--- src/rtl/osrx_pkg.sv ---
package osrx_pkg;

   typedef enum logic [2:0] {
      S_IDLE,
      S_START,
      S_DATA,
      S_PAR,
      S_STOP
   } rx_state_e;

   typedef struct packed {
      logic x8;
      logic short_len;
      logic par_en;
      logic par_odd;
   } rx_cfg_t;

endpackage

--- src/rtl/osrx_sync.sv ---
module osrx_sync #(
   parameter int   STAGES   = 2,
   parameter logic IDLE_VAL = 1'b1
) (
   input  logic clk,
   input  logic rst_n,
   input  logic d_async,
   output logic q_sync
);

   if (STAGES < 2) begin : g_bad_stages
      $error("osrx_sync: STAGES must be at least 2");
   end

   logic [STAGES-1:0] chain;

   always_ff @(posedge clk or negedge rst_n) begin
      if (!rst_n) chain <= {STAGES{IDLE_VAL}};
      else        chain <= {chain[STAGES-2:0], d_async};
   end

   assign q_sync = chain[STAGES-1];

endmodule

--- src/rtl/osrx_ctrl.sv ---
module osrx_ctrl
   import osrx_pkg::*;
#(
   parameter int DATA_MAX = 8,
   parameter int OSR_HI   = 16,
   parameter int OSR_LO   = 8,
   parameter bit LO_EN    = 1'b1
) (
   input  logic    clk,
   input  logic    rst_n,
   input  logic    tick,
   input  logic    rxd_s,
   input  rx_cfg_t cfg_in,
   output rx_cfg_t cfg,
   output logic    clr,
   output logic    shift_en,
   output logic    par_smp,
   output logic    done
);

   localparam int CW = $clog2(OSR_HI);
   localparam int IW = $clog2(DATA_MAX);
   localparam logic [CW-1:0] HI_FULL = CW'(OSR_HI - 1);
   localparam logic [CW-1:0] HI_HALF = CW'(OSR_HI / 2 - 1);
   localparam logic [CW-1:0] LO_FULL = CW'(OSR_LO - 1);
   localparam logic [CW-1:0] LO_HALF = CW'(OSR_LO / 2 - 1);

   if (OSR_LO < 2 || (OSR_LO % 2) != 0 || (OSR_HI % 2) != 0 || OSR_HI <= OSR_LO) begin : g_bad_osr
      $error("osrx_ctrl: ratios must be even with OSR_HI > OSR_LO >= 2");
   end

   rx_state_e      state;
   logic [CW-1:0]  cnt;
   logic [IW-1:0]  idx;
   logic           prev_s;
   logic [CW-1:0]  full_m1, half_m1, target;
   logic [IW-1:0]  last_idx;
   logic           hit;

   if (LO_EN) begin : g_dual
      assign full_m1 = cfg.x8 ? LO_FULL : HI_FULL;
      assign half_m1 = cfg.x8 ? LO_HALF : HI_HALF;
   end else begin : g_single
      assign full_m1 = HI_FULL;
      assign half_m1 = HI_HALF;
   end

   assign target   = (state == S_START) ? half_m1 : full_m1;
   assign last_idx = cfg.short_len ? IW'(DATA_MAX - 2) : IW'(DATA_MAX - 1);
   assign clr      = (state == S_IDLE) && tick && prev_s && !rxd_s;
   assign hit      = (state != S_IDLE) && tick && (cnt == target);
   assign shift_en = hit && (state == S_DATA);
   assign par_smp  = hit && (state == S_PAR);
   assign done     = hit && (state == S_STOP);

   always_ff @(posedge clk or negedge rst_n) begin
      if (!rst_n) begin
         state  <= S_IDLE;
         cnt    <= '0;
         idx    <= '0;
         prev_s <= 1'b1;
         cfg    <= '0;
      end else begin
         if (tick) prev_s <= rxd_s;
         if (state == S_IDLE) begin
            if (clr) begin
               state <= S_START;
               cnt   <= '0;
               cfg   <= cfg_in;
            end
         end else if (tick) begin
            if (cnt == target) begin
               cnt <= '0;
               case (state)
                  S_START: begin
                     if (rxd_s) state <= S_IDLE;
                     else begin
                        state <= S_DATA;
                        idx   <= '0;
                     end
                  end
                  S_DATA: begin
                     idx <= idx + 1'b1;
                     if (idx == last_idx) state <= cfg.par_en ? S_PAR : S_STOP;
                  end
                  S_PAR:   state <= S_STOP;
                  default: state <= S_IDLE;
               endcase
            end else begin
               cnt <= cnt + 1'b1;
            end
         end
      end
   end

   AST_CNT_BOUND: assert property (@(posedge clk) disable iff (!rst_n)
      (state != S_IDLE) |-> (cnt <= full_m1));
   AST_CFG_HELD: assert property (@(posedge clk) disable iff (!rst_n)
      (state != S_IDLE && $past(state) != S_IDLE) |-> $stable(cfg));
   AST_GLITCH_IDLE: assert property (@(posedge clk) disable iff (!rst_n)
      (state == S_START && tick && cnt == half_m1 && rxd_s) |=> (state == S_IDLE));
   AST_START_ON_FALL: assert property (@(posedge clk) disable iff (!rst_n)
      (state == S_IDLE && !(tick && prev_s && !rxd_s)) |=> (state == S_IDLE));

endmodule

--- src/rtl/osrx_frame.sv ---
module osrx_frame #(
   parameter int DATA_MAX = 8
) (
   input  logic                clk,
   input  logic                rst_n,
   input  logic                clr,
   input  logic                shift_en,
   input  logic                par_smp,
   input  logic                done,
   input  logic                bit_in,
   input  logic                short_len,
   input  logic                par_en,
   input  logic                par_odd,
   output logic [DATA_MAX-1:0] rx_data,
   output logic                rx_valid,
   output logic                rx_perr,
   output logic                rx_ferr
);

   logic [DATA_MAX-1:0] sreg;
   logic                acc;
   logic [DATA_MAX-1:0] aligned;

   assign aligned = short_len ? {1'b0, sreg[DATA_MAX-1:1]} : sreg;

   always_ff @(posedge clk or negedge rst_n) begin
      if (!rst_n) begin
         sreg     <= '0;
         acc      <= 1'b0;
         rx_data  <= '0;
         rx_valid <= 1'b0;
         rx_perr  <= 1'b0;
         rx_ferr  <= 1'b0;
      end else begin
         rx_valid <= 1'b0;
         if (clr) acc <= 1'b0;
         else if (shift_en || par_smp) acc <= acc ^ bit_in;
         if (shift_en) sreg <= {bit_in, sreg[DATA_MAX-1:1]};
         if (done) begin
            rx_data  <= aligned;
            rx_valid <= 1'b1;
            rx_perr  <= par_en & (acc ^ par_odd);
            rx_ferr  <= ~bit_in;
         end
      end
   end

   AST_VALID_PULSE: assert property (@(posedge clk) disable iff (!rst_n)
      rx_valid |=> !rx_valid);
   AST_SHORT_MSB: assert property (@(posedge clk) disable iff (!rst_n)
      (rx_valid && short_len) |-> !rx_data[DATA_MAX-1]);
   AST_NOPAR_NOERR: assert property (@(posedge clk) disable iff (!rst_n)
      (rx_valid && !par_en) |-> !rx_perr);

endmodule

--- src/rtl/osrx_receiver.sv ---
module osrx_receiver
   import osrx_pkg::*;
#(
   parameter int DATA_MAX    = 8,
   parameter int OSR_HI      = 16,
   parameter int OSR_LO      = 8,
   parameter int SYNC_STAGES = 2,
   parameter bit LO_EN       = 1'b1
) (
   input  logic                clk,
   input  logic                rst_n,
   input  logic                base_tick,
   input  logic                osr_sel8,
   input  logic                len_short,
   input  logic                par_en,
   input  logic                par_odd,
   input  logic                rxd,
   output logic [DATA_MAX-1:0] rx_data,
   output logic                rx_valid,
   output logic                rx_perr,
   output logic                rx_ferr
);

   if (DATA_MAX < 2 || DATA_MAX > 16) begin : g_bad_len
      $error("osrx_receiver: DATA_MAX out of range");
   end

   logic    rxd_s;
   rx_cfg_t cfg_in, cfg;
   logic    clr, shift_en, par_smp, done;

   assign cfg_in = '{x8: osr_sel8, short_len: len_short, par_en: par_en, par_odd: par_odd};

   osrx_sync #(.STAGES(SYNC_STAGES), .IDLE_VAL(1'b1)) u_sync (
      .clk     (clk),
      .rst_n   (rst_n),
      .d_async (rxd),
      .q_sync  (rxd_s)
   );

   osrx_ctrl #(.DATA_MAX(DATA_MAX), .OSR_HI(OSR_HI), .OSR_LO(OSR_LO), .LO_EN(LO_EN)) u_ctrl (
      .clk      (clk),
      .rst_n    (rst_n),
      .tick     (base_tick),
      .rxd_s    (rxd_s),
      .cfg_in   (cfg_in),
      .cfg      (cfg),
      .clr      (clr),
      .shift_en (shift_en),
      .par_smp  (par_smp),
      .done     (done)
   );

   osrx_frame #(.DATA_MAX(DATA_MAX)) u_frame (
      .clk       (clk),
      .rst_n     (rst_n),
      .clr       (clr),
      .shift_en  (shift_en),
      .par_smp   (par_smp),
      .done      (done),
      .bit_in    (rxd_s),
      .short_len (cfg.short_len),
      .par_en    (cfg.par_en),
      .par_odd   (cfg.par_odd),
      .rx_data   (rx_data),
      .rx_valid  (rx_valid),
      .rx_perr   (rx_perr),
      .rx_ferr   (rx_ferr)
   );

   AST_RESET_QUIET: assert property (@(posedge clk) disable iff (!rst_n)
      $rose(rst_n) |-> !rx_valid);

endmodule

--- config.mk ---
export PLATFORM = sky130hd
export DESIGN_NAME = osrx_receiver
export DESIGN_NICKNAME = d
export VERILOG_FILES = /design/src/rtl/osrx_pkg.sv /design/src/rtl/osrx_sync.sv /design/src/rtl/osrx_ctrl.sv /design/src/rtl/osrx_frame.sv /design/src/rtl/osrx_receiver.sv
export SDC_FILE = /design/constraint.sdc
export NUM_CORES = 1
export LEC_CHECK = 0
export ABC_AREA = 1
export ABC_CLOCK_PERIOD_IN_PS = 3210
export CAP_MARGIN = 20
export CORE_MARGIN = 5
export CORE_UTILIZATION = 46
export CTS_BUF_LIST = sky130_fd_sc_hd__clkbuf_16
export DETAILED_ROUTE_END_ITERATION = 8
export MAX_ROUTING_LAYER = met4
export PLACE_DENSITY = 0.78
export SYNTH_ARGS = -nofsm -noshare
export SYNTH_HDL_FRONTEND = slang
export SYNTH_SLANG_ARGS = --single-unit
--- constraint.sdc ---
create_clock -name clk -period 3.21 [get_ports clk]
set_input_delay 0.4815 -clock clk [delete_from_list [all_inputs] [get_ports clk]]
set_output_delay 0.4815 -clock clk [all_outputs]
set_load 0.005 [all_outputs]
== Word level (Yosys, flattened, before mapping) ==
Index checks and enable logic that the tools add are counted.

* Equality and inequality tests: 9
* Bitwise logic cells: 5
* Reduce and logical (&&, ||, !) cells: 20
* Muxes and demuxes: 22
* $add $sub $neg: 2

{| class="wikitable"
|+ Operator list
! kind !! number
|-
| 3-bit two-way mux || 8
|-
| 4-bit two-way mux || 6
|-
| 3-bit one-hot mux with 3 select lines || 1
|-
| 1-bit logical AND || 8
|-
| 8-bit two-way mux || 1
|-
| 2-bit nonzero test || 4
|-
| 3-bit by 2-bit equality test with 1-bit output (second input constant) || 2
|-
| 3-bit one-hot mux with 2 select lines || 1
|-
| 5-bit AND reduction || 1
|-
| 4-bit by 1-bit adder with 4-bit output (second input constant) || 1
|-
| 4-bit equality test || 1
|-
| 1-bit two-way mux || 4
|-
| 2-bit inequality test (second input constant) || 2
|-
| 2-bit AND reduction || 2
|-
| 4-bit AND reduction || 1
|-
| 3-bit by 1-bit adder with 3-bit output (second input constant) || 1
|-
| 3-bit by 1-bit equality test with 1-bit output (second input constant) || 1
|-
| 3-bit equality test || 1
|-
| 3-bit equality test (second input constant) || 1
|-
| 3-bit zero test || 1
|-
| 3-bit inequality test (second input constant) || 1
|-
| 3-bit nonzero test || 1
|-
| 2-bit two-way mux || 1
|-
| 1-bit inverter || 2
|-
| other kinds (4) || 5
|}

* Flip-flop bits (word level): 37
* Logic and storage cells: 73

== Longest topological paths before layout ==
* Depth in word-level cells: 8
* Gate-level depth with buffers: 12

== Modules after synthesis ==
Synthesis repeated with hierarchy kept, for this count alone.

* Cells, all modules: 207
* Area total of the unflattened synthesis: 1,798.0 um^2

{| class="wikitable"
|+ Modules (own cells, without submodules)
! module !! area each (um^2) !! sequential area each (um^2) !! times used !! cells an instance
|-
| osrx_frame || 884.6 || 500.5 || 1 || 98
|-
| osrx_ctrl || 860.8 || 376.6 || 1 || 107
|-
| osrx_sync || 52.6 || 52.6 || 1 || 2
|}

== Least setup slack after synthesis ==
No wires, ideal clock.

* Path kind: register to register
* From: register u_ctrl.state[2]
* To: register u_frame.rx_data[7]
* Path slack: 1.767 ns
* Path buffers: 1
* Stages on the path, launching flop included: 12
* Arrival time: 1.326 ns
* Period minus slack after synthesis: 1.443 ns
* Cells stage by stage: dfrtp_1 nor2_2 nand2_2 nand3_1 nand3_2 inv_2 nand2_2 nor2_4 nand2_1 buf_6 nand2_1 nand2_1

* Longest elaborated chain between the ends: 5
* Elaborated cells on any way between the ends: 8
* Classes of those cells: 3 x eq/ne; 1 x mux; 4 x reduce/logical

{| class="wikitable"
|+ RTL lines
! item !! RTL line !! text
|-
| from (decl) || osrx_ctrl.sv:32 || <nowiki>rx_state_e state;</nowiki>
|-
| from (signal assigned) || osrx_ctrl.sv:84 || <nowiki>if (idx == last_idx) state <= cfg.par_en ? S_PAR : S_STOP;</nowiki>
|-
| 3-bit by 1-bit equality test with 1-bit output || osrx_ctrl.sv:48 || <nowiki>assign target = (state == S_START) ? half_m1 : full_m1;</nowiki>
|-
| 4-bit two-way mux || osrx_ctrl.sv:48 ||
|-
| 4-bit equality test || osrx_ctrl.sv:51 || <nowiki>assign hit = (state != S_IDLE) && tick && (cnt == target);</nowiki>
|-
| 1-bit logical AND || osrx_ctrl.sv:51 ||
|-
| 1-bit logical AND * || osrx_ctrl.sv:54 || <nowiki>assign done = hit && (state == S_STOP);</nowiki>
|-
| to (signal assigned) || osrx_frame.sv:40 || <nowiki>rx_data <= aligned;</nowiki>
|-
| to (decl) || osrx_frame.sv:14 || <nowiki>output logic [DATA_MAX-1:0] rx_data,</nowiki>
|}

Mark *: on every way between the ends. The rest lies on a longest branch, timed or not.
A chain may end at the register's enable or synchronous reset.

== Final worst setup path ==
* From: register u_ctrl.state[2]
* To: register u_frame.rx_data[1]

The elaborated chain is that of the path after synthesis.

==> results by group <==
Run status
  • Status: complete, no violations

Setup path
  • Max Fanout on Critical Path: 22
  • CP max stage delay: 0.43 ns
  • Crit start category: flip-flop
  • Crit path DAT: 2.23 ns
  • Reg2Reg Setup Slack: 1.15 ns
  • R2r startpoint: u_ctrl.state[2]
  • Crit path max-delay cell type: dfrtp_1
  • WS Path Type: flip-flop to flip-flop
  • Critical Path End Type: flip-flop
  • Critical Path Start: u_ctrl.state[2]
  • Most frequent CP cell: nand2_1
  • Cell Chain, Critical Path: nor2_2 -> nand2_2 -> nand3_1 -> nand3_2 -> inv_2 -> nand2_2 -> nor2_4 -> nand2_1 -> nand2_1 -> nand2_1
  • Worst path required time: 3.38 ns

STA
  • Clock skew: 0.00376 ns
  • Final setup violation count: 0
  • Setup_tns: 0 ns
  • Fmax: 0.485 GHz
  • Min Tclk post-route: 2.06 ns
  • Final Hold Vio Count: 0
  • Period utilisation layout: 0.642
  • Slew @ Worst Pin: 0.599 ns
  • Slew margin rel.: 0.599
  • Max-slew violation total from the final report: 0
  • Unrepaired setup endpoints after global routing: false
  • Final WS setup: 1.15 ns

Yosys
  • XOR/XNOR Fraction of Synth Area: 0.0145
  • Post-synthesis sequential area ratio: 0.513
  • Synth Area per Inst: 7.91 um2
  • Largest family of logic cells by synthesized area: simple AND/OR/NAND/NOR gates
  • Post-synth EDFFs: 0
  • Yosys top cell by area: dfrtp_1
  • Synth area leaders: dfrtp_1 47%, nand2_1 19%, nand3_1 6.9%
  • Synthesized Nets: 239
  • Most common library cells after synthesis: 91 x nand2_1, 34 x dfrtp_1, 25 x nand3_1, 17 x inv_1, 12 x o21ai_0
  • Fraction of registers with async set/reset: 1.00
  • Synth warn: 0
  • Yosys top cell area share: 0.470
  • Distinct cells, synth: 27
  • Post-synthesis compound-gate area fraction: 0.0567
  • Post-Synth Adder-Cell Area: 0.0138
  • Synth Area in Simple Gates: 0.332
  • Post-synthesis mux area share: 0
  • Cells after synthesis: 229
  • Ys flop type: dfrtp_1
  • FF+latch count, synth: 37
  • Most common cell in the netlist: nand2_1
  • Cell area after synthesis: 1810 um2

Power and ir drop
  • Pleak: 1.11 nW
  • Clock power share: 0.391
  • P_int: 1.09 mW
  • Combinational share of power: 0.231
  • Part of the power in registers: 0.377
  • Pwr per Cell Area: 721 nW/um2
  • VDD IR-drop max: 0.409 mV
  • Sw Share: 0.311
  • Psw: 0.494 mW

Global route
  • Total grt overflow: 0
  • Initial antenna violation count: 0
  • Vias in the first global route: 1324
  • Largest net degree at the start of global routing: 38
  • First-pass GRT wire length: 5950 um
  • GRT Total Usage: 0.148

Clock network
  • TritonCTS Sinks: 37
  • Clock latency on the worst-skew pair: 0.28 ns
  • Post-CTS setup buffer count: 0
  • Hold Buf Count CTS: 0
  • Clock slew at reported path FFs: 0.05 ns
  • Clk root buf: clkbuf_16
  • CTS tree: built
  • CTS Buf Count: 5
  • PostCTS Resize Cnt: 0
  • Clk buf depth: 2
  • # H-tree levels: 2

Floorplan
  • Site Rows: 22
  • Die width: 72.7 um
  • Core Box Area: 3740 um2
  • Die area: 5290 um2
  • Starting density of the core: 0.484
  • Die Span Y: 72.7 um
  • # IOs: 19

Place
  • Place WS: 1.03 ns
  • Hpwl dp: 2400 um
  • PortBufs: 18
  • RD Place Congestion: 0.863

Finish
  • Area Overhead vs Synth: 21.6%
  • Share of layout cells above drive strength 1: 0.0924
  • # diodes: 0
  • Final Util: 0.588
  • Final nets: 258

Route
  • Routed len/inst: 11.6 um
  • Post-route ant nets: 0
  • DRT iter0 DRCs: 104
  • Drt first pass iters: 4
  • Routed vias: 1495
  • Total routed wirelength: 3450 um
  • DR vias/cell: 5.03
  • # DRC: 0

Hold path
  • Hold crit path type: flip-flop to flip-flop
  • Hold path start: u_sync.chain[0]

Job
  • Max Cap Viol: 0
[logic make-up (layout without fill, tap and decap cells)]
| logic type | after synthesis | in the layout |
|---|---|---|
| flops | 37 | 37 |
| compound gates | 19 | 19 |
| fa+ha+maj | 2 | 2 |
| simple gates | 140 | 140 |
| xor+xnor | 3 | 3 |
| buf+inv | 28 | 48 |
[critical path, delay by kind of cell, from the launching register on]
family / cells / cell delay, ns
buffers and inverters: 1 / 0.08
flip-flops: 1 / 0.43
AND/OR/NAND/NOR: 9 / 1.44
[power groups by stage]
| stage | registers (mW) | logic, mW | clock network, mW |
|---|---|---|---|
| detailed placement | 0.607 | 0.362 | 0 |
| global placement | 0.604 | 0.359 | 0 |
| CTS | 0.599 | 0.368 | 0.630 |
| finish | 0.599 | 0.367 | 0.621 |
| floorplan | 0.580 | 0.316 | 0 |
| global route | 0.610 | 0.423 | 0.647 |
[worst paths after layout]
| kind | endpoint | cells past startpoint |
|---|---|---|
| worst max-delay path | u_frame.rx_data[1] | 10 |
| min in group asynchronous | u_ctrl.cnt[0] | 2 |
| worst min register to register | u_sync.chain[1] | 0 |
| worst min-delay path | u_sync.chain[1] | 0 |
| worst max register to register | u_frame.rx_data[1] | 10 |
| max in group asynchronous | u_sync.chain[0] | 2 |
[registers in the layout, summed over array words and instances (netlist names)]
name and cells:
u_ctrl.cfg 4, u_ctrl.cnt 4, u_ctrl.idx 3, u_ctrl.prev_s 1, u_ctrl.state 3, u_frame.acc 1, u_frame.rx_data 8, u_frame.rx_ferr 1
u_frame.rx_perr 1, u_frame.rx_valid 1, u_frame.sreg 8, u_sync.chain 2
[per-layer routing]
layer  vias to the layer above  routed length (um)  GRT usage  share of wire
li1                        766                   -          -              -
met1                       690                1630      0.194           0.47
met2                        33                1600      0.217           0.46
met3                         6                 151     0.0386          0.044
met4                         0                  59     0.0594          0.017
met5                         -                   0          -              0
[metrics by stage]
step / instance area, um2 / std cells / power, mW / hold WS (ns)
4_1_cts: 2200 / 297 / 1.60 / 0.354
3_5_place_dp: 2010 / 289 / 0.969 / 0.347
6_report: 2200 / 297 / 1.59 / 0.354
5_1_grt: 2200 / 297 / 1.68 / 0.363
3_3_place_gp: 2010 / 289 / 0.963 / 0.345
2_1_floorplan: 1810 / 229 / 0.895 / 0.186
[cells in the final DEF, fill, tap and decap left out, drive strengths merged, types with 3 or more instances in the layout]
cell and n:
nor2 12, clkbuf 5, clkdlybuf4s50 18, nand4 5
a21oi 5, dfrtp 34, o21ai 12, nand3 26
nand2 93, dfstp 3, inv 20
[final cells by class]
type / instances / area [um2]
Clock buffer: 5 / 125
Clock inverter: 3 / 65.1
Fill cell: 342 / 1540
Inverter: 21 / 78.8
Multi-Input combinational cell: 164 / 754
Sequential cell: 37 / 930
Tap cell: 48 / 60.1
Timing Repair Buffer: 19 / 188
Note: power is estimated with default switching activity, not from simulation.
